<file path="src/rtl/ncl_pkg.sv">
// Package: shared function codes and the Boolean truth used to decide
// which rail-pairing term belongs to which output rail.
package ncl_pkg;

    typedef enum logic [1:0] {
        FN_OR  = 2'd0,
        FN_AND = 2'd1,
        FN_XOR = 2'd2,
        FN_NOT = 2'd3
    } ncl_fn_e;

    localparam int NUM_VALS  = 2;                    // values per variable
    localparam int NUM_TERMS = NUM_VALS * NUM_VALS;  // rail pairings

    // Value of a binary function for data values a and b (NOT ignores b).
    function automatic logic ncl_truth(ncl_fn_e f, logic a, logic b);
        case (f)
            FN_OR:   return a | b;
            FN_AND:  return a & b;
            FN_XOR:  return a ^ b;
            default: return ~a;
        endcase
    endfunction

endpackage

</file>
<file path="src/rtl/ncl_th_gate.sv">
// M-of-N threshold gate with hysteresis, as a clocked register.
// Sets when at least M inputs are high, clears only when none are high,
// and holds otherwise. Assumes inputs follow monotonic wavefronts.
module ncl_th_gate #(
    parameter int N = 2,
    parameter int M = N
) (
    input  logic         clk,
    input  logic         rst_n,
    input  logic [N-1:0] x,
    output logic         q
);
    localparam int CW = $clog2(N + 1);

    logic [CW-1:0] cnt;

    // Count of asserted inputs.
    always_comb cnt = CW'($countones(x));

    // Threshold set, all-low clear, otherwise hold.
    always_ff @(posedge clk) begin
        if (!rst_n)
            q <= 1'b0;
        else if (cnt >= CW'(M))
            q <= 1'b1;
        else if (cnt == '0)
            q <= 1'b0;
    end
endmodule

</file>
<file path="src/rtl/ncl_term_plane.sv">
// Sub-variable gate plane: one 2-of-2 gate for each pairing of an A rail
// with a B rail, and a 1-of-1 gate on each A rail for the inversion path.
// Term index is {a value, b value}. Assumes legal (never both-high) inputs.
module ncl_term_plane
    import ncl_pkg::*;
(
    input  logic                 clk,
    input  logic                 rst_n,
    input  logic [NUM_VALS-1:0]  a_rails,   // [v] = rail for value v
    input  logic [NUM_VALS-1:0]  b_rails,
    output logic [NUM_TERMS-1:0] terms,
    output logic [NUM_VALS-1:0]  a_held
);
    // Pairing gates: fire only when both chosen rails are DATA.
    for (genvar ia = 0; ia < NUM_VALS; ia++) begin : g_a
        for (genvar ib = 0; ib < NUM_VALS; ib++) begin : g_b
            ncl_th_gate #(.N(2), .M(2)) i_pair (
                .clk   (clk),
                .rst_n (rst_n),
                .x     ({b_rails[ib], a_rails[ia]}),
                .q     (terms[ia*NUM_VALS + ib])
            );
        end
    end

    // Single-rail buffers keep the inversion path at the same latency.
    for (genvar v = 0; v < NUM_VALS; v++) begin : g_buf
        ncl_th_gate #(.N(1), .M(1)) i_buf (
            .clk   (clk),
            .rst_n (rst_n),
            .x     (a_rails[v]),
            .q     (a_held[v])
        );
    end
endmodule

</file>
<file path="src/rtl/ncl_rail_merge.sv">
// Output rail assembly: each pairing term joins the rail for the value
// the selected function gives it; NOT just relabels the held A rails.
// Assumes the select is stable while any term is set.
module ncl_rail_merge
    import ncl_pkg::*;
(
    input  ncl_fn_e              fn,
    input  logic [NUM_TERMS-1:0] terms,
    input  logic [NUM_VALS-1:0]  a_held,
    output logic                 y_zero,
    output logic                 y_one
);
    // Union of terms per output value, or rail swap for inversion.
    always_comb begin
        y_zero = 1'b0;
        y_one  = 1'b0;
        if (fn == FN_NOT) begin
            y_zero = a_held[1];
            y_one  = a_held[0];
        end else begin
            for (int k = 0; k < NUM_TERMS; k++) begin
                if (ncl_truth(fn, k[1], k[0]))
                    y_one  = y_one  | terms[k];
                else
                    y_zero = y_zero | terms[k];
            end
        end
    end
endmodule

</file>
<file path="src/rtl/ncl_bool_unit.sv">
// Top: dual-rail NULL-convention Boolean unit. Output becomes DATA one
// clock after all variables in use are DATA, and NULL one clock after all
// are NULL. Assumes legal rails and a select changed only at full NULL.
module ncl_bool_unit
    import ncl_pkg::*;
(
    input  logic       clk,
    input  logic       rst_n,
    input  logic [1:0] sel,
    input  logic       a_zero,
    input  logic       a_one,
    input  logic       b_zero,
    input  logic       b_one,
    output logic       y_zero,
    output logic       y_one
);
    logic [NUM_TERMS-1:0] terms;
    logic [NUM_VALS-1:0]  a_held;
    ncl_fn_e              fn;

    // Decode the select into the function code.
    always_comb fn = ncl_fn_e'(sel);

    ncl_term_plane i_plane (
        .clk     (clk),
        .rst_n   (rst_n),
        .a_rails ({a_one, a_zero}),
        .b_rails ({b_one, b_zero}),
        .terms   (terms),
        .a_held  (a_held)
    );

    ncl_rail_merge i_merge (
        .fn     (fn),
        .terms  (terms),
        .a_held (a_held),
        .y_zero (y_zero),
        .y_one  (y_one)
    );
endmodule

</file>
<file path="config.mk">
export PLATFORM = sky130hd
export DESIGN_NAME = ncl_bool_unit
export DESIGN_NICKNAME = d
export VERILOG_FILES = /design/src/rtl/ncl_pkg.sv /design/src/rtl/ncl_th_gate.sv /design/src/rtl/ncl_term_plane.sv /design/src/rtl/ncl_rail_merge.sv /design/src/rtl/ncl_bool_unit.sv
export SDC_FILE = /design/constraint.sdc
export NUM_CORES = 1
export LEC_CHECK = 0
export BUFFER_PORTS_ARGS = -buffer_cell sky130_fd_sc_hd__buf_2
export CORE_AREA = 2 2 39 41
export CTS_BUF_LIST = sky130_fd_sc_hd__clkbuf_4 sky130_fd_sc_hd__clkbuf_8 sky130_fd_sc_hd__clkbuf_16
export CTS_CLUSTER_DIAMETER = 80
export CTS_CLUSTER_SIZE = 8
export DETAILED_ROUTE_END_ITERATION = 7
export DIE_AREA = 0 0 41 43
export MAX_ROUTING_LAYER = met4
export PLACE_DENSITY = 0.47
export SETUP_SLACK_MARGIN = 0.3
export SYNTH_ARGS = -nofsm -noshare
export SYNTH_HDL_FRONTEND = slang
export SYNTH_SLANG_ARGS = --single-unit
</file>
<file path="constraint.sdc">
create_clock -name clk -period 0.95 [get_ports clk]
set_input_delay 0 -clock clk [delete_from_list [all_inputs] [get_ports clk]]
set_output_delay 0 -clock clk [all_outputs]
set_load 0.02 [all_outputs]
</file>
=== Word-level counts from Yosys, hierarchy flattened ===
Cells that the tools add are included.

* Add/sub/neg operators: 4
* Multipliers: 0
* Divide/modulo/power cells: 0
* $lt $le $gt $ge: 6
* Equality and inequality tests: 5
* Shifts and indexed selects: 0
* Muxes and demuxes: 36
* Bitwise logic cells: 6
* Reduce and logical (&&, ||, !) cells: 12

{| class="wikitable"
|+ Operators with widths
! operator !! number
|-
| $mux 1 || 36
|-
| $logic_not 2->1 || 5
|-
| $add 1x1->2 || 4
|-
| $ge 2x2->1 const B || 4
|-
| $reduce_bool 2->1 || 4
|-
| $or 1x1->1 || 6
|-
| $eq 2x2->1 const B || 2
|-
| $ne 2x1->1 const B || 2
|-
| $reduce_or 2->1 || 2
|-
| $reduce_or 3->1 || 1
|-
| $eq 2x1->1 const B || 1
|-
| $ge 1x1->1 const B || 2
|}

* Flip-flop bits (word level): 6
* Bits in latches: 0
* RAM bits: 0
* Memory bits (read-only): 0
* Output and inout bits: 2
* Memories kept: 0

=== Longest topological paths before layout ===
* Depth after elaboration: 15
* Depth in mapped cells: 3
* Depth with buffers taken out: 3

=== Cells and area by module ===
A second synthesis with hierarchy kept.

* Cell total of the unflattened synthesis: 29
* Area total of the unflattened synthesis: 295.3 um^2

{| class="wikitable"
|+ By module, submodules not included
! module !! times used !! cells an instance !! area an instance (um^2)
|-
| ncl_th_gate (i_plane.g_a[0].g_b[0].i_pair ...) || 4 || 4 || 48.8
|-
| ncl_th_gate (i_plane.g_buf[0].i_buf ...) || 2 || 2 || 26.3
|-
| ncl_rail_merge || 1 || 9 || 47.5
|}

=== Least setup slack after synthesis ===
Ideal clock, no wire load.

* Path kind: reg-to-output
* Start point: reg i_plane.g_a[1].g_b[1].i_pair.q
* End point: out y_zero
* Arrival time: 0.996 ns
* Path slack: -0.046 ns
* Stages on the path, launching flop included: 3
* Path through: dfxtp_1 -> a211oi_1 -> a311oi_1

* Longest elaborated chain between the ends: 3

{| class="wikitable"
|+ RTL lines
! item !! line !! source
|-
| from (decl) || ncl_th_gate.sv:11 || <nowiki>output logic q</nowiki>
|-
| from (signal assigned) || ncl_th_gate.sv:23 || <nowiki>q <= 1'b0;</nowiki>
|-
| from (signal assigned) || ncl_th_gate.sv:25 || <nowiki>q <= 1'b1;</nowiki>
|-
| from (signal assigned) || ncl_th_gate.sv:27 || <nowiki>q <= 1'b0;</nowiki>
|-
| $or 1x1->1 || ncl_rail_merge.sv:25 || <nowiki>y_zero = y_zero | terms[k];</nowiki>
|-
| $mux 1 || ncl_rail_merge.sv:22 || <nowiki>if (ncl_truth(fn, k[1], k[0]))</nowiki>
|-
| $mux 1 || ncl_rail_merge.sv:17 || <nowiki>if (fn == FN_NOT) begin</nowiki>
|-
| to (decl) || ncl_bool_unit.sv:14 || <nowiki>output logic y_zero,</nowiki>
|}

No other way between the ends.

=== Worst setup path in the final report ===
* Start point: reg i_plane.g_a[0].g_b[0].i_pair.q
* End point: out y_zero

* Longest elaborated chain between the ends: 11

{| class="wikitable"
|+ RTL lines
! item !! line
|-
| from (decl) || ncl_th_gate.sv:11
|-
| from (signal assigned) || ncl_th_gate.sv:23
|-
| from (signal assigned) || ncl_th_gate.sv:25
|-
| from (signal assigned) || ncl_th_gate.sv:27
|-
| $mux 1 * || ncl_rail_merge.sv:22
|-
| $mux 1 * || ncl_rail_merge.sv:17
|-
| $or 1x1->1 || ncl_rail_merge.sv:25
|-
| $mux 1 * || ncl_rail_merge.sv:22
|-
| $mux 1 * || ncl_rail_merge.sv:17
|-
| $or 1x1->1 || ncl_rail_merge.sv:25
|-
| $mux 1 * || ncl_rail_merge.sv:22
|-
| $mux 1 * || ncl_rail_merge.sv:17
|-
| $or 1x1->1 || ncl_rail_merge.sv:25
|-
| $mux 1 * || ncl_rail_merge.sv:22
|-
| $mux 1 * || ncl_rail_merge.sv:17
|}

Every way passes the cells marked *; elsewhere a longest branch is shown, timed or not. The select of a mux whose other input is x is not followed.

==> impl_summary.txt <==
----------------------------------------------------
[Run status]
  Status ... finished with violations
  Violations in the final reports ... negative setup slack

[Critical path]
  Critical setup path kind ... reg2out
  CP max-delay cell ... sky130_fd_sc_hd__dfxtp_2
  Critical Path Sink Type ... output pin
  Crit-path cells ... nor4_4, a311oi_2, buf_4
  Data required, critical path ... 0.95 ns
  Kind of start point of the critical path ... flop
  Arrival time reported for the critical path endpoint ... 1.07 ns
  Max FO, Critical Path ... 3
  Longest individual stage delay on the worst path ... 0.36 ns

[Floorplan]
  Number of ports placed on the die boundary ... 10
  Count of standard-cell rows ... 14
  Initial core utilization ... 0.213
  Placeable core region ... 0.00138 sq mm
  Full die area ... 0.00176 sq mm
  Die boundary width ... 41 um
  Die height ... 43 um

[Power and ir drop]
  Worst IR Drop VDD ... 526 uV
  Power density relative to cell area ... 1450 mW/mm^2
  Leakage dissipation ... 0.000187 uW

[STA]
  Headroom to the max-slew limit ... 0.822
  Period utilization ... 1.12
  Hold Vio Cnt, Final ... 0
  Fin Setup TNS ... -0.234 ns
  Max frequency ... 936 MHz
  Minimum hold slack ... 0.00802 ns
  Setup repair after global routing missed its margin ... true
  Minimum period implied by the final worst setup slack ... 1.07 ns
  Max-slew violations ... 0
  Setup WS post-layout ... -0.118 ns
  Count of final setup violators ... 2
  Setup clock skew after layout ... 0 ns
  Slew @ Worst Pin ... 0.266 ns

[Worst hold path]
  Path type of the worst min-delay path ... in2reg

[Cells and area]
  FF/Latch Area ... 130 sq um
  Fill cell instance count of the final layout ... 155
  Net total in the final layout ... 54
  Share of post-route cells with drive strength above 1 ... 0.475
  Diodes inserted ... 0
  Footprint of the multi-input gates ... 206 sq um
  Syn-to-layout area delta ... 47.9%
  Finished Cell Area ... 437 sq um

[Yosys]
  Post-synthesis async set-or-reset flop share ... 0
  Fraction of the yosys area taken by sequential cells ... 0.407
  Main combinational cell family by area after synthesis ... simple AND/OR/NAND/NOR gates
  Synth top area share ... 0.407
  Basic-gate share of the synthesized area counting and, or, nand and nor cells ... 0.178
  Main flop type after synthesis ... sky130_fd_sc_hd__dfxtp_1
  Number of enable-type register cells in the synthesized netlist ... 0
  Biggest area contributors in the synthesized netlist ... sky130_fd_sc_hd__dfxtp_1 (41%), sky130_fd_sc_hd__ha_1 (17%), sky130_fd_sc_hd__mux2i_1 (14%)
  Number of synthesized register bits ... 6
  Mux share of post-synthesis cell area ... 0.136
  Syn. warnings ... 0
  Post-synthesis cell count ... 28
  Post-Syn Nets ... 40
  Most frequent cells after synthesis ... sky130_fd_sc_hd__dfxtp_1 (6), sky130_fd_sc_hd__ha_1 (4), sky130_fd_sc_hd__mux2i_1 (4), sky130_fd_sc_hd__nor2b_1 (4)
  Parity-gate share of the synthesized area counting xor and xnor cells ... 0
  Adder-cell share of the synthesized area ... 0.169
  Distinct cell type count after synthesis ... 12
  Complex-gate fraction of the synthesized area ... 0.0847
  Avg Synthesized Cell Area ... 10.5 sq um
  Dominant cell type by area after synthesis ... sky130_fd_sc_hd__dfxtp_1
  Most frequent cell after synthesis ... sky130_fd_sc_hd__dfxtp_1
  Synth Cell Area ... 295 sq um

[Drt]
  Routed WL per cell ... 11.0 um
  Count of TritonRoute iterations in the first routing pass ... 2
  Number of nets still failing antenna checks after routing ... 0
  Total Wirelength ... 614 um
  Detailed-route vias per instance ... 4.32
  Number of remaining DRC errors ... 0
  Detailed router's first-iteration violation count ... 2
  Vias after detailed routing ... 242

[GRT]
  Wire length of the first global-routing pass ... 1130 um
  Vias in the first global route ... 263
  Grt ovf ... 0
  Largest net degree at the start of global routing ... 7
  GRT Total Usage ... 0.100
  Number of antenna violations at the first check in global routing ... 0

[Clock network]
  Number of sinks driven by the clock tree ... 6
  Clock tree from TritonCTS ... yes
  Root cell of the clock tree ... sky130_fd_sc_hd__clkbuf_4
  CTS H-tree lvls ... 1
  Register clock-pin slew on the reported worst setup and hold paths ... 0.04 ns
  Max clock buf depth ... 2
  Insertion delay of the later-clocked pin in the worst-skew pair ... 0.24 ns
  Number of CTS-inserted buffers ... 3

[Placed design]
  Number of input and output port buffers inserted ... 9
  Final GP Congestion ... 0.671
  Post-place instance area ... 388 sq um

[Job]
  Max_cap viols ... 0

----------------------------------------------------
## routing by layer
layer | vias up | global-route usage | part of all wire | wire (um)
li1 | 126 | - | - | -
met1 | 109 | 0.133 | 0.43 | 267
met2 | 7 | 0.128 | 0.50 | 305
met3 | 0 | 0.0314 | 0.068 | 42
met4 | 0 | 0.0600 | 0 | 0
met5 | - | - | 0 | 0
## worst max-delay path, delay by kind of cell (launching register included)
family / cells / cell delay (ns)
buf+inv: 1 / 0.18
flops: 1 / 0.36
compound gates: 1 / 0.24
simple gates: 1 / 0.05
## cells by family (layout without fill, tap and decap cells)
kind of cell,Yosys count,count (layout)
AND/OR/NAND/NOR,9,9
flip-flops,6,6
adder cells (fa/ha/maj),4,4
multiplexers,4,4
AO/OA/AOI/OAI,3,3
buffers and inverters,2,14
## cell type report
| type | instances | share of cell area |
|---|---|---|
| well taps | 16 | 0.0458 |
| inverters | 2 | 0.0172 |
| clock buffers | 3 | 0.0516 |
| flip-flops and latches | 6 | 0.298 |
| multi-input cells | 20 | 0.473 |
| repair buffers | 9 | 0.115 |
## stage by stage
step	setup slack (ns)	instances	total power [uW]	util
6_report	-0.118	56	634	0.316
5_1_grt	-0.181	56	681	0.316
3_5_place_dp	0.0458	53	398	0.280
2_1_floorplan	0.161	28	352	-
4_1_cts	-0.145	56	655	0.313
3_3_place_gp	0.0933	53	394	0.280
## placed cells by master, fill, tap and decap left out
master	n
sky130_fd_sc_hd__nor2b_1	4
sky130_fd_sc_hd__dfxtp_1	2
sky130_fd_sc_hd__inv_1	2
sky130_fd_sc_hd__nor4_4	1
sky130_fd_sc_hd__nor2_1	1
sky130_fd_sc_hd__and2_1	2
sky130_fd_sc_hd__a211oi_1	1
sky130_fd_sc_hd__buf_2	7
sky130_fd_sc_hd__dfxtp_4	2
sky130_fd_sc_hd__mux2i_1	4
sky130_fd_sc_hd__clkbuf_4	3
sky130_fd_sc_hd__buf_4	2
sky130_fd_sc_hd__dfxtp_2	2
sky130_fd_sc_hd__nand3_1	1
sky130_fd_sc_hd__ha_1	4
sky130_fd_sc_hd__o221ai_4	1
sky130_fd_sc_hd__a311oi_2	1
## report_power, final
| group | total (uW) | internal, uW | switching [uW] |
|---|---|---|---|
| Combinational | 128 | 67.7 | 60.8 |
| Clock | 230 | 143 | 87.2 |
| Sequential | 276 | 264 | 11.5 |
| Total | 634 | 475 | 159 |
## registers in the layout, summed over array words and instances (netlist names)
name / flops
i_plane.g_a.g_b.i_pair.q: 4
i_plane.g_buf.i_buf.q: 2
## path summary, 6_finish.rpt
kind                                                      from                             end  cells past startpoint  slack, ns
worst max register to register  i_plane.g_a[1].g_b[0].i_pair.q  i_plane.g_a[1].g_b[0].i_pair.q                      2       0.29
worst min-delay path                                    a_zero        i_plane.g_buf[0].i_buf.q                      2      0.008
worst max-delay path            i_plane.g_a[0].g_b[0].i_pair.q                          y_zero                      3      -0.12
worst min register to register  i_plane.g_a[1].g_b[1].i_pair.q  i_plane.g_a[1].g_b[1].i_pair.q                      2       0.54
## repair_timing
action,CTS,global route
setup buffers,0,0
setup endpoints to repair,2,5
endpoints found under the hold margin,1,0
pin swaps,1,1
gates cloned,0,0
gates resized for setup,5,2
Note: power is estimated with default switching activity, not from simulation.
